[config.mk]
export PLATFORM = sky130hd
export DESIGN_NAME = sar_mono_rx
export DESIGN_NICKNAME = d
export VERILOG_FILES = /design/src/rtl/sar_pkg.sv /design/src/rtl/sar_sync_lane.sv /design/src/rtl/sar_word_asm.sv /design/src/rtl/sar_out_reg.sv /design/src/rtl/sar_mono_rx.sv
export SDC_FILE = /design/constraint.sdc
export NUM_CORES = 1
export LEC_CHECK = 0
export BUFFER_PORTS_ARGS = -buffer_cell sky130_fd_sc_hd__clkbuf_2
export CAP_MARGIN = 40
export CORE_UTILIZATION = 50
export CTS_BUF_LIST = sky130_fd_sc_hd__clkbuf_8
export DETAILED_ROUTE_END_ITERATION = 10
export PLACE_DENSITY = 0.77
export SLEW_MARGIN = 15
export SYNTH_ARGS = -nofsm -noshare
export SYNTH_HDL_FRONTEND = slang
export SYNTH_SLANG_ARGS = --single-unit
[constraint.sdc]
create_clock -name clk_i -period 2.31 [get_ports clk_i]
set_input_delay 0.231 -clock clk_i [delete_from_list [all_inputs] [get_ports clk_i]]
set_output_delay 0.231 -clock clk_i [all_outputs]
set_load 0.005 [all_outputs]
[src/rtl/sar_pkg.sv]
package sar_pkg;
  localparam int unsigned SAR_SAMPLE_W = 24;
  localparam int unsigned SAR_RJ_W     = 16;
  localparam int unsigned SAR_SYNC_N   = 2;

  typedef enum logic {
    FMT_I2S = 1'b0,
    FMT_RJ  = 1'b1
  } sar_fmt_e;
endpackage

[src/rtl/sar_sync_lane.sv]
module sar_sync_lane #(
  parameter int unsigned LANES  = 3,
  parameter int unsigned STAGES = sar_pkg::SAR_SYNC_N
) (
  input  logic             clk_i,
  input  logic             rst_ni,
  input  logic [LANES-1:0] async_i,
  output logic [LANES-1:0] lvl_o,
  output logic             rise0_o
);
  logic lane0_prev_q;

  for (genvar g = 0; g < LANES; g++) begin : g_lane
    logic [STAGES-1:0] chain_q;
    logic [STAGES-1:0] chain_d;
    if (STAGES > 1) begin : g_multi
      assign chain_d = {chain_q[STAGES-2:0], async_i[g]};
    end else begin : g_single
      assign chain_d = async_i[g];
    end
    always_ff @(posedge clk_i or negedge rst_ni) begin
      if (!rst_ni) chain_q <= '0;
      else         chain_q <= chain_d;
    end
    assign lvl_o[g] = chain_q[STAGES-1];
  end

  always_ff @(posedge clk_i or negedge rst_ni) begin
    if (!rst_ni) lane0_prev_q <= 1'b0;
    else         lane0_prev_q <= lvl_o[0];
  end

  assign rise0_o = lvl_o[0] & ~lane0_prev_q;

  // a bit-clock rising edge is seen for one cycle only
  assert_rise_single_R2: assert property (@(posedge clk_i) disable iff (!rst_ni)
    rise0_o |=> !rise0_o);
endmodule

[src/rtl/sar_word_asm.sv]
module sar_word_asm
  import sar_pkg::*;
#(
  parameter int unsigned W    = SAR_SAMPLE_W,
  parameter int unsigned RJ_W = SAR_RJ_W
) (
  input  logic         clk_i,
  input  logic         rst_ni,
  input  logic         bit_stb_i,
  input  logic         bit_i,
  input  logic         ws_i,
  input  logic         rj_mode_i,
  output logic         done_o,
  output logic         left_o,
  output logic [W-1:0] word_o
);
  localparam int unsigned CNT_W = $clog2(W + 1);
  localparam int unsigned PAD_W = W - RJ_W;

  sar_fmt_e fmt;
  assign fmt = sar_fmt_e'(rj_mode_i);

  logic            ws_d1_q, ws_d1_d;
  logic            ws_last_q, ws_last_d;
  logic            have_q, have_d;
  logic [W-1:0]    acc_q, acc_d;
  logic [CNT_W-1:0] cnt_q, cnt_d;
  logic [RJ_W-1:0] sh_q, sh_d;
  logic            eff_ws;
  logic            boundary;

  // I2S words open one bit clock after the word clock moves; RJ words at once
  assign eff_ws   = (fmt == FMT_RJ) ? ws_i : ws_d1_q;
  assign boundary = bit_stb_i && (eff_ws != ws_last_q);

  always_comb begin
    ws_d1_d   = ws_d1_q;
    ws_last_d = ws_last_q;
    have_d    = have_q;
    acc_d     = acc_q;
    cnt_d     = cnt_q;
    sh_d      = sh_q;
    if (bit_stb_i) begin
      ws_d1_d   = ws_i;
      ws_last_d = eff_ws;
      sh_d      = {sh_q[RJ_W-2:0], bit_i};
      if (boundary) begin
        have_d       = 1'b1;
        acc_d        = '0;
        acc_d[W-1]   = bit_i;
        cnt_d        = CNT_W'(1);
      end else if (cnt_q < CNT_W'(W)) begin
        acc_d[W-1-int'(cnt_q)] = bit_i;
        cnt_d                  = cnt_q + CNT_W'(1);
      end
    end
  end

  always_ff @(posedge clk_i or negedge rst_ni) begin
    if (!rst_ni) begin
      ws_d1_q   <= 1'b0;
      ws_last_q <= 1'b0;
      have_q    <= 1'b0;
      acc_q     <= '0;
      cnt_q     <= '0;
      sh_q      <= '0;
    end else begin
      ws_d1_q   <= ws_d1_d;
      ws_last_q <= ws_last_d;
      have_q    <= have_d;
      acc_q     <= acc_d;
      cnt_q     <= cnt_d;
      sh_q      <= sh_d;
    end
  end

  assign done_o = boundary && have_q;
  assign left_o = (fmt == FMT_RJ) ? ws_last_q : ~ws_last_q;
  assign word_o = (fmt == FMT_RJ) ? {sh_q, {PAD_W{1'b0}}} : acc_q;

  // the fill position never runs past the last output bit
  assert_cnt_cap_R3: assert property (@(posedge clk_i) disable iff (!rst_ni)
    cnt_q <= CNT_W'(W));
  // no word completes before an opening boundary has been seen
  assert_open_first_R8: assert property (@(posedge clk_i) disable iff (!rst_ni)
    done_o |-> $past(have_d));
endmodule

[src/rtl/sar_out_reg.sv]
module sar_out_reg #(
  parameter int unsigned W = sar_pkg::SAR_SAMPLE_W
) (
  input  logic         clk_i,
  input  logic         rst_ni,
  input  logic         done_i,
  input  logic         left_i,
  input  logic [W-1:0] word_i,
  input  logic         pick_left_i,
  output logic [W-1:0] sample_o,
  output logic         vld_o
);
  logic         take;
  logic [W-1:0] sample_q, sample_d;
  logic         vld_q;

  assign take = done_i && (left_i == pick_left_i);

  always_comb begin
    sample_d = sample_q;
    if (take) sample_d = word_i;
  end

  always_ff @(posedge clk_i or negedge rst_ni) begin
    if (!rst_ni) begin
      sample_q <= '0;
      vld_q    <= 1'b0;
    end else begin
      sample_q <= sample_d;
      vld_q    <= take;
    end
  end

  assign sample_o = sample_q;
  assign vld_o    = vld_q;

  // strobe lasts a single cycle
  assert_vld_single_R7: assert property (@(posedge clk_i) disable iff (!rst_ni)
    vld_o |=> !vld_o);
  // sample only moves together with the strobe
  assert_hold_R7: assert property (@(posedge clk_i) disable iff (!rst_ni)
    !$stable(sample_o) |-> vld_o);
endmodule

[src/rtl/sar_mono_rx.sv]
module sar_mono_rx
  import sar_pkg::*;
#(
  parameter int unsigned SAMPLE_W = SAR_SAMPLE_W,
  parameter int unsigned RJ_W     = SAR_RJ_W,
  parameter int unsigned SYNC_N   = SAR_SYNC_N
) (
  input  logic                clk_i,
  input  logic                rst_ni,
  input  logic                bclk_i,
  input  logic                wclk_i,
  input  logic                sdata_i,
  input  logic                rj_mode_i,
  input  logic                pick_left_i,
  output logic [SAMPLE_W-1:0] sample_o,
  output logic                sample_vld_o
);
  localparam int unsigned LANES = 3;

  logic [LANES-1:0]    lvl;
  logic                bclk_rise;
  logic                done;
  logic                left;
  logic [SAMPLE_W-1:0] word;

  sar_sync_lane #(
    .LANES (LANES),
    .STAGES(SYNC_N)
  ) u_sync (
    .clk_i  (clk_i),
    .rst_ni (rst_ni),
    .async_i({sdata_i, wclk_i, bclk_i}),
    .lvl_o  (lvl),
    .rise0_o(bclk_rise)
  );

  sar_word_asm #(
    .W   (SAMPLE_W),
    .RJ_W(RJ_W)
  ) u_asm (
    .clk_i    (clk_i),
    .rst_ni   (rst_ni),
    .bit_stb_i(bclk_rise),
    .bit_i    (lvl[2]),
    .ws_i     (lvl[1]),
    .rj_mode_i(rj_mode_i),
    .done_o   (done),
    .left_o   (left),
    .word_o   (word)
  );

  sar_out_reg #(
    .W(SAMPLE_W)
  ) u_out (
    .clk_i      (clk_i),
    .rst_ni     (rst_ni),
    .done_i     (done),
    .left_i     (left),
    .word_i     (word),
    .pick_left_i(pick_left_i),
    .sample_o   (sample_o),
    .vld_o      (sample_vld_o)
  );

  // a word is delivered only following a bit-clock rising edge
  assert_vld_after_edge_R6: assert property (@(posedge clk_i) disable iff (!rst_ni)
    sample_vld_o |-> $past(bclk_rise));
endmodule

# ---- Word level (Yosys, flattened, before mapping)
# Cells that the tools add are included.
dict set report word_totals {
  inputBits 7
  reg_bits 80
  elab_cells 39
}
dict set report classes {
  bitwise_logic 3
  add_sub_neg 2
  reduce_logical 7
  n_eq_ne 2
  n_mux 10
  n_lt_le_gt_ge 3
}
# operator count
set ops {}
lappend ops {{24-bit 2-to-1 mux} 3}
lappend ops {{32-bit by 1-bit >= comparator with 1-bit output, second input constant} 1}
lappend ops {{32-bit by 6-bit less-than comparator with 1-bit output, second input constant} 1}
lappend ops {{24-bit bitwise mux} 1}
lappend ops {{5-bit 2-to-1 mux} 2}
lappend ops {{5-bit by 5-bit subtractor with 6-bit output, first input constant} 1}
lappend ops {{5-bit by 1-bit adder with 5-bit output, second input constant} 1}
lappend ops {{1-bit demux with 5-bit select} 1}
lappend ops {{5-bit less-than comparator, second input constant} 1}
lappend ops {{1-bit logical AND} 4}
lappend ops {{2-bit AND reduction} 2}
lappend ops {{1-bit 2-to-1 mux} 3}
lappend ops {{1-bit inverter} 2}
lappend ops {{2-bit nonzero test} 1}
lappend ops {{1-bit AND} 1}
lappend ops {{1-bit equality test} 1}
lappend ops {{1-bit != test} 1}

# ---- Logic depth before layout (Yosys ltp)
# Gate-level depths: netlist of the first run.
dict set report depth {
  depth_word 8
  ltp_mapped 7
}

# ---- Cells and area by module
# From an unflattened synthesis of the first run, not the netlist that was laid out.
dict set report hier_totals {
  cells_unflattened 298
  hier_area_um2 3759.9
}
# module area_per_inst_um2 seq_area_each_um2 cells_each instances
set by_module_without_submodules {}
lappend by_module_without_submodules {sar_word_asm 2527.4 1201.2 233 1}
lappend by_module_without_submodules {sar_out_reg 1021.0 625.6 54 1}
lappend by_module_without_submodules {sar_sync_lane 211.5 175.2 11 1}

# ---- Worst setup path after synthesis of the first run
# Ideal clock, no wire load.
dict set report synth_path {
  path_kind {reg2reg}
  startpoint {register u_asm.ws_last_q}
  endpoint {register u_out.sample_q[10] (netlist: u_out.sample_o[10])}
  setup_slack_ns 0.478
  period_less_slack_ns 1.832
  n_path_buf 2
  path_stages_with_launch 7
  setup_time_ns 0.125
  arrival_time_ns 1.707
  path_cell_list {dfrtp_1 > or3b_1 > mux2i_1 > and3_1 > buf_4 > buf_8 > mux2_4}
}
dict set report synth_between {
  elab_chain_len 4
  elab_cells_between_ends 7
  cone_classes {2 x eq/ne; 1 x mux; 1 x bitwise; 3 x reduce/logical}
}
# element line_no
set synth_rtl {}
lappend synth_rtl {{from (decl)} sar_word_asm.sv:24} ;# logic ws_last_q, ws_last_d;
lappend synth_rtl {{from (signal assigned)} sar_word_asm.sv:69} ;# ws_last_q <= ws_last_d;
lappend synth_rtl {{1-bit inverter / 1-bit != test (equally long branches)} {sar_word_asm.sv:78, sar_word_asm.sv:34}}
lappend synth_rtl {{1-bit 2-to-1 mux / 1-bit logical AND (equally long branches)} {sar_word_asm.sv:78, sar_word_asm.sv:34}}
lappend synth_rtl {{1-bit equality test / 1-bit logical AND (equally long branches)} {sar_out_reg.sv:17, sar_word_asm.sv:77}}
lappend synth_rtl {{1-bit logical AND (*)} sar_out_reg.sv:17} ;# assign take = done_i && (left_i == pick_left_i);
lappend synth_rtl {{to (signal assigned)} sar_out_reg.sv:29} ;# sample_q <= sample_d;
lappend synth_rtl {{to (decl)} sar_out_reg.sv:14} ;# logic [W-1:0] sample_q, sample_d;
# Mark *: on every way between the ends. The rest lies on a longest branch, timed or not.
# A chain may end at the register's enable or synchronous reset.

# ---- Worst setup path in the final report of the first run
dict set report layout_path {
  startpoint {register u_asm.ws_last_q}
  endpoint {register u_out.sample_q[3] (netlist: u_out.sample_o[3])}
}
# Same word-level chain as after synthesis.

==> results by group, run 1 <==
Outcome
  • Status: finished clean

Setup path
  • Cell chain of the critical path: or3b_1 -> mux2i_2 -> and3_1 -> buf_4 -> mux2_2
  • Reg2reg end: u_out.sample_o[3]$_DFFE_PN0P_
  • Worst path max stage delay: between 0.4 and 0.5 ns
  • R2R setup slack: roughly 0.21 ns
  • Critical Path RT: about 2.6 ns
  • CP Capture Type: flop
  • CP startpoint kind: flop
  • R2R cell count: 5
  • Reg2reg start: u_asm.ws_last_q$_DFFE_PN0P_
  • Slowest stage cell, crit path: dfrtp_1
  • WS Path Type: flop to flop
  • Crit Path Max Fanout: 12
  • WP data arrival: between 2 and 2.5 ns

Global route
  • Global Route Usage Sum: a little under a fifth
  • Largest net degree at the start of global routing: 43
  • Initial antenna violation count: 0
  • First-pass GRT wire length: about 11,000 um
  • Total grt overflow: 0
  • Vias in the first global route: approximately 2,200

Placed design
  • Gpl congestion: 0.752
  • Port bufs: 31
  • Placed wire-length estimate: 3930 um
  • Area post-placement: approximately 0.0039 mm2
  • Inst Count DP: between 400 and 500
  • Place WS: roughly 0.21 ns

Power
  • Sw frac: between 20 and 30%
  • Post-layout power: 3.93 mW
  • Seq pwr share: about 50%
  • Logic pwr share: between 20% and 30%
  • Leakage: 2.01 nW
  • Pint: approximately 2.8 mW
  • Power Density: approximately 950 mW/mm2
  • P_sw: around 1.1 mW
  • Power share of the clock group: roughly a quarter
  • Worst IR drop on VDD: about 0.49 mV

Finish
  • Fillers: 601
  • Final instance area: ~0.004 mm2
  • Nets: between 300 and 400
  • Area of the multi-input gates: ~0.0015 mm2
  • Share of layout cells above drive strength 1: roughly a third
  • N_diodes: 0
  • Post-route insts no fill: about 420
  • Final Core Density: between 50% and 60%
  • Area Growth Syn to Fin: 13.4%
  • FF/Latch Area: roughly 0.002 mm2

Die
  • Initial Util: 52.6%
  • Ports: 32
  • Die X: 87.2 um
  • Die area: around 0.0076 mm2
  • Die Y: between 80 and 90 um
  • FP Rows: 30
  • Core area: approximately 0.007 mm2

Logic synthesis
  • Synth Area per Inst: ~13 um2
  • Dominant cell by count in the synthesized netlist: dfrtp_1
  • Synthesized Nets: between 200 and 300
  • Largest cells by area after synthesis: dfrtp_1, mux2_2, mux2_4
  • Syn Inst Count: roughly 290
  • Flops & latches, synth: 80
  • Synth cell types: 30
  • Largest area contributor in the netlist: dfrtp_1
  • Synthesized area: between 0.003 and 0.004 mm2
  • Warning count from the yosys run: 0
  • Fraction of registers with async set/reset: between 90% and 100%
  • EDFF count, synth: 0
  • Seq/Total Area, Yosys: a little under three fifths
  • Area share of the largest cell type after synthesis: approximately 55%
  • Predominant post-synthesis flop cell: dfrtp_1
  • Post-synth top cells: dfrtp_1, mux2_2, nor2_1

CTS
  • Clock slew at reported path FFs: approximately 0.080 ns
  • Root Buffer Master: clkbuf_8
  • Sinks on Clock Net: 80
  • CTS tree: yes
  • H-tree levels: 3
  • Worst skew pair latency: about 0.36 ns
  • Num CTS Buffers: 9
  • Post-CTS Setup Inserts: 0
  • CTS max path bufs: 2

STA
  • Final Hold Vio Count: 0
  • Slew headroom: between 40% and 50%
  • Post-route clock period utilization: 91.1%
  • Max Freq: between 400 and 500 MHz
  • Final Skew: between 0.01 and 0.015 ns
  • Aggregate negative setup slack: 0 ns
  • Final setup viols: 0
  • RSZ-0062 raised after global routing: no
  • Slew Limit Fails: 0
  • Shortest period the worst path allows: 2.10 ns
  • Worst slew pin tran: between 0.8 and 0.9 ns
  • Final worst slack: about 0.21 ns
  • Worst hold margin: between 0.3 and 0.4 ns

Hold path
  • Worst Hold Endpoint: u_asm.ws_last_q$_DFFE_PN0P_
  • Hold Crit Class: input pin to flop
  • Hold Path Stages: 3
  • Hold path startpoint: rj_mode_i

Routing
  • Pre-antenna DRT Iters: 4
  • Avg WL per Cell: approximately 15 um
  • Antenna Violating Nets Remaining: 0
  • Vias after detailed routing: about 2,200
  • Vias/cell: 5.23
  • Drt drc: 0
  • 1st-iter DRT viols: 137
  • Post-Route WL: about 6400 um

Flow run
  • Max Cap Viol: 0
## logic make-up after synthesis
group	after synthesis	synth area share [%]
AO/OA/AOI/OAI	22	3.20
XOR/XNOR	5	1.21
adder cells (fa/ha/maj)	4	1.38
buffers and inverters	22	3.10
flip-flops	80	55.1
multiplexers	75	25.0
AND/OR/NAND/NOR	80	11.1
## how the worst max path moves through the flow
stage	startpoint	end	slack, ns	cells after the start
final	u_asm.ws_last_q$_DFFE_PN0P_	u_out.sample_o[3]$_DFFE_PN0P_	0.21	5
after floorplan	u_asm.ws_last_q$_DFFE_PN0P_	u_out.sample_o[10]$_DFFE_PN0P_	0.48	6
after global placement	u_asm.ws_last_q$_DFFE_PN0P_	u_out.sample_o[2]$_DFFE_PN0P_	0.29	5
after detailed placement	u_asm.ws_last_q$_DFFE_PN0P_	u_out.sample_o[3]$_DFFE_PN0P_	0.21	5
after global routing	u_sync.g_lane[0].chain_q[1]$_DFF_PN0_	u_out.sample_o[3]$_DFFE_PN0P_	0.09	5
after CTS	u_asm.ws_last_q$_DFFE_PN0P_	u_out.sample_o[3]$_DFFE_PN0P_	0.18	5
## final cells by class
cell class                 count  area share, %
sequential                    80           48.6
multi-input combinational    186           37.0
timing repair buffer          42           6.38
clock buffer                  10           3.34
tap                           96           2.92
clock inverter                 6           1.46
inverter                       3          0.273
## layout by cell type (no fill, tap or decap), drive strengths merged, types with 7 or more instances in the layout
cell    netlist  layout
dfrtp        80      80
mux2         58      58
clkbuf        9      40
nor2         27      27
mux2i        17      17
nand3        12      12
nand2        11      11
a21oi        11      11
o21ai         9       9
nor2b         9       9
buf          10       8
nand3b        7       7
## critical path: cells and delay by family, from the launching register on
family	cells	cell delay, ns
buf+inv	1	0.29
simple gates	2	0.74
mux	2	0.53
flops	1	0.44
## sequential cells by signal, summed over array words and instances (netlist names)
signal,count
u_sync.g_lane.chain_q,6
u_out.vld_o,1
u_asm.have_q,1
u_asm.sh_q,16
u_sync.lane0_prev_q,1
u_asm.acc_q,24
u_asm.ws_d1_q,1
u_asm.ws_last_q,1
u_out.sample_o,24
u_asm.cnt_q,5
## power by group through the flow
stage	combinational [mW]	sequential, mW	clock [mW]
after floorplan	0.698	1.91	0
after global placement	0.923	1.98	0
after detailed placement	0.942	1.98	0
after CTS	0.954	1.96	1.05
after global routing	1.04	2.01	1.11
final	0.941	1.96	1.03
## routing by layer
layer | vias to the layer above | global-route usage [%] | routed length [um]
met5 | - | 0 | 0
met4 | 0 | 7.60 | 99
met3 | 8 | 4.55 | 177
met2 | 41 | 28.9 | 3000
met1 | 1101 | 26.1 | 3170
li1 | 1062 | - | -
## timing repair
item                                   4_1_cts  5_1_grt
hold buffers                                 4        0
endpoints found under the hold margin       44        0
resized for setup                            0        0
(Power assumes the default switching activity.)
==> inputs of run 2 (changes only) <==
--- a/config.mk
+++ b/config.mk
@@ -10,7 +10,7 @@
 export CORE_UTILIZATION = 50
 export CTS_BUF_LIST = sky130_fd_sc_hd__clkbuf_8
 export DETAILED_ROUTE_END_ITERATION = 10
-export PLACE_DENSITY = 0.77
+export PLACE_DENSITY = 0.69
 export SLEW_MARGIN = 15
 export SYNTH_ARGS = -nofsm -noshare
 export SYNTH_HDL_FRONTEND = slang
==> constraint.sdc (replaced) <==
create_clock -name clk_i -period 2.1 [get_ports clk_i]
set_input_delay 0.21 -clock clk_i [delete_from_list [all_inputs] [get_ports clk_i]]
set_output_delay 0.21 -clock clk_i [all_outputs]
set_load 0.005 [all_outputs]
==> run 2 against run 1 <==
Effect of this change: worst setup slack worse by 0.048 ns; final cell count rose by 0.24%; first-iteration DRC count down 20%.
==> results by group, run 2 (synthesis results as in run 1) <==
Die
  • FP Rows: 30
  • Die area: 0.00761 mm2
  • Ports: 32
  • Die X: around 87 um
  • Die Y: between 80 and 90 um
  • Initial Util: between 50% and 60%
  • Core area: around 0.0069 mm2

Setup path
  • CP Capture Type: flop
  • WP data arrival: 2.17 ns
  • Reg2reg end: u_out.sample_o[3]$_DFFE_PN0P_
  • Critical Path RT: approximately 2.3 ns
  • WS Path Type: flop to flop
  • R2R cell count: 5
  • CP startpoint kind: flop
  • Reg2reg start: u_sync.lane0_prev_q$_DFF_PN0_
  • Crit Path Max Fanout: 14
  • R2R setup slack: 0.16 ns

CTS
  • Clock slew at reported path FFs: ~0.070 ns
  • H-tree levels: 3
  • Root Buffer Master: clkbuf_8
  • CTS max path bufs: 2
  • Num CTS Buffers: 9
  • Hold-fix buffers, CTS: 4
  • Resized cells post-CTS: 0
  • Sinks on Clock Net: 80
  • Worst skew pair latency: between 0.3 and 0.4 ns
  • Post-CTS Setup Inserts: 0
  • CTS tree: yes

Power
  • Worst IR drop on VDD: about 0.6 mV
  • Power Density: ~1100 mW/mm2
  • Leakage: ~2 nW

Global route
  • Largest net degree at the start of global routing: 42
  • Vias in the first global route: about 2,200
  • Initial antenna violation count: 0
  • First-pass GRT wire length: around 11,000 um
  • Global Route Usage Sum: 19.2%
  • Total grt overflow: 0

STA
  • Final worst slack: around 0.16 ns
  • Shortest period the worst path allows: 1.94 ns
  • RSZ-0062 raised after global routing: no
  • Post-route clock period utilization: a little over 90%
  • Final Skew: 0.00703 ns
  • Aggregate negative setup slack: 0 ns
  • Slew headroom: between 40% and 50%
  • Slew Limit Fails: 0
  • Final Hold Vio Count: 0
  • Worst slew pin tran: about 0.8 ns
  • Max Freq: 515 MHz
  • Final setup viols: 0

Finish
  • Area Growth Syn to Fin: 15.4%
  • Nets: between 300 and 400
  • FF/Latch Area: between 0.002 and 0.0025 mm2
  • Most frequent cells in the layout: dfrtp_1, mux2_2, clkbuf_2
  • Fillers: roughly 610
  • Share of layout cells above drive strength 1: 35.4%
  • N_diodes: 0
  • Area of the multi-input gates: roughly 0.0015 mm2
  • Commonest non-fill, non-tap cell in the layout: dfrtp_1

Routing
  • Vias/cell: around 5.2
  • Avg WL per Cell: between 15 and 20 um
  • Drt drc: 0
  • Vias after detailed routing: approximately 2,200
  • Pre-antenna DRT Iters: 4
  • 1st-iter DRT viols: 110
  • Post-Route WL: 6370 um
  • Antenna Violating Nets Remaining: 0

Placed design
  • Placed wire-length estimate: 4110 um
  • Gpl congestion: roughly 0.74
  • Place WS: 0.164 ns
  • Port bufs: 31

Outcome
  • Status: finished clean

Hold path
  • Worst Hold Endpoint: u_asm.ws_last_q$_DFFE_PN0P_
  • Hold Crit Class: input pin to flop
  • Hold path startpoint: rj_mode_i
  • Hold Path Stages: 3

Flow run
  • Max Cap Viol: 0
## run 2: changes by cell type in the layout (fill, tap and decap cells not counted), sizes merged
cell,before,now
buf,8,11
bufinv,1,3
clkinv,3,1
clkbuf,40,39
clkinvlp,1,0
## run 2: critical path: stages (launching register included)
cell and delay, ns:
dfrtp_1 0.43, or3b_1 0.38, mux2i_2 0.18, and3_1 0.29
buf_12 0.19, mux2_2 0.35
## run 2: report_power, final
| part | leakage [nW] | internal [mW] | switching [mW] |
|---|---|---|---|
| registers | 1.05 | 1.89 | 0.271 |
| logic | 0.883 | 0.616 | 0.444 |
| clock network | 0.116 | 0.770 | 0.518 |
## run 2: worst max-delay path by stage
stage	from	end	cells past startpoint
final	u_sync.lane0_prev_q$_DFF_PN0_	u_out.sample_o[3]$_DFFE_PN0P_	5
after global routing	u_sync.lane0_prev_q$_DFF_PN0_	u_out.sample_o[3]$_DFFE_PN0P_	5
after CTS	u_sync.lane0_prev_q$_DFF_PN0_	u_out.sample_o[3]$_DFFE_PN0P_	5
after detailed placement	u_sync.lane0_prev_q$_DFF_PN0_	u_out.sample_o[3]$_DFFE_PN0P_	5
after global placement	u_sync.lane0_prev_q$_DFF_PN0_	u_out.sample_o[2]$_DFFE_PN0P_	5
after floorplan	u_asm.ws_last_q$_DFFE_PN0P_	u_out.sample_o[10]$_DFFE_PN0P_	6
## run 2: final cells by class
cell class	instances	area share (%)
tap	96	2.87
clock buffer	9	2.96
clock inverter	5	2.36
inverter	3	0.269
sequential	80	47.8
multi-input combinational	186	36.4
timing repair buffer	45	7.40
## run 2: through the flow
stage | util, % | instance area [um2] | hold WS (ns) | instances | power (mW)
floorplan | - | 3630 | -0.0856 | 288 | 2.87
global placement | 56.9 | 3930 | 0.221 | 406 | 3.21
detailed placement | 56.9 | 3930 | 0.218 | 406 | 3.25
CTS | 60.7 | 4190 | 0.275 | 424 | 4.57
global route | 60.7 | 4190 | 0.279 | 424 | 4.77
finish | 60.7 | 4190 | 0.293 | 424 | 4.51
## run 2: layer usage
layer / vias up / global-route usage [%] / part of all wire (%)
li1: 1069 / - / -
met1: 1083 / 26.2 / 48
met2: 37 / 29.1 / 47
met3: 10 / 4.55 / 2.8
met4: 0 / 8.94 / 1.8
met5: - / 0 / 0
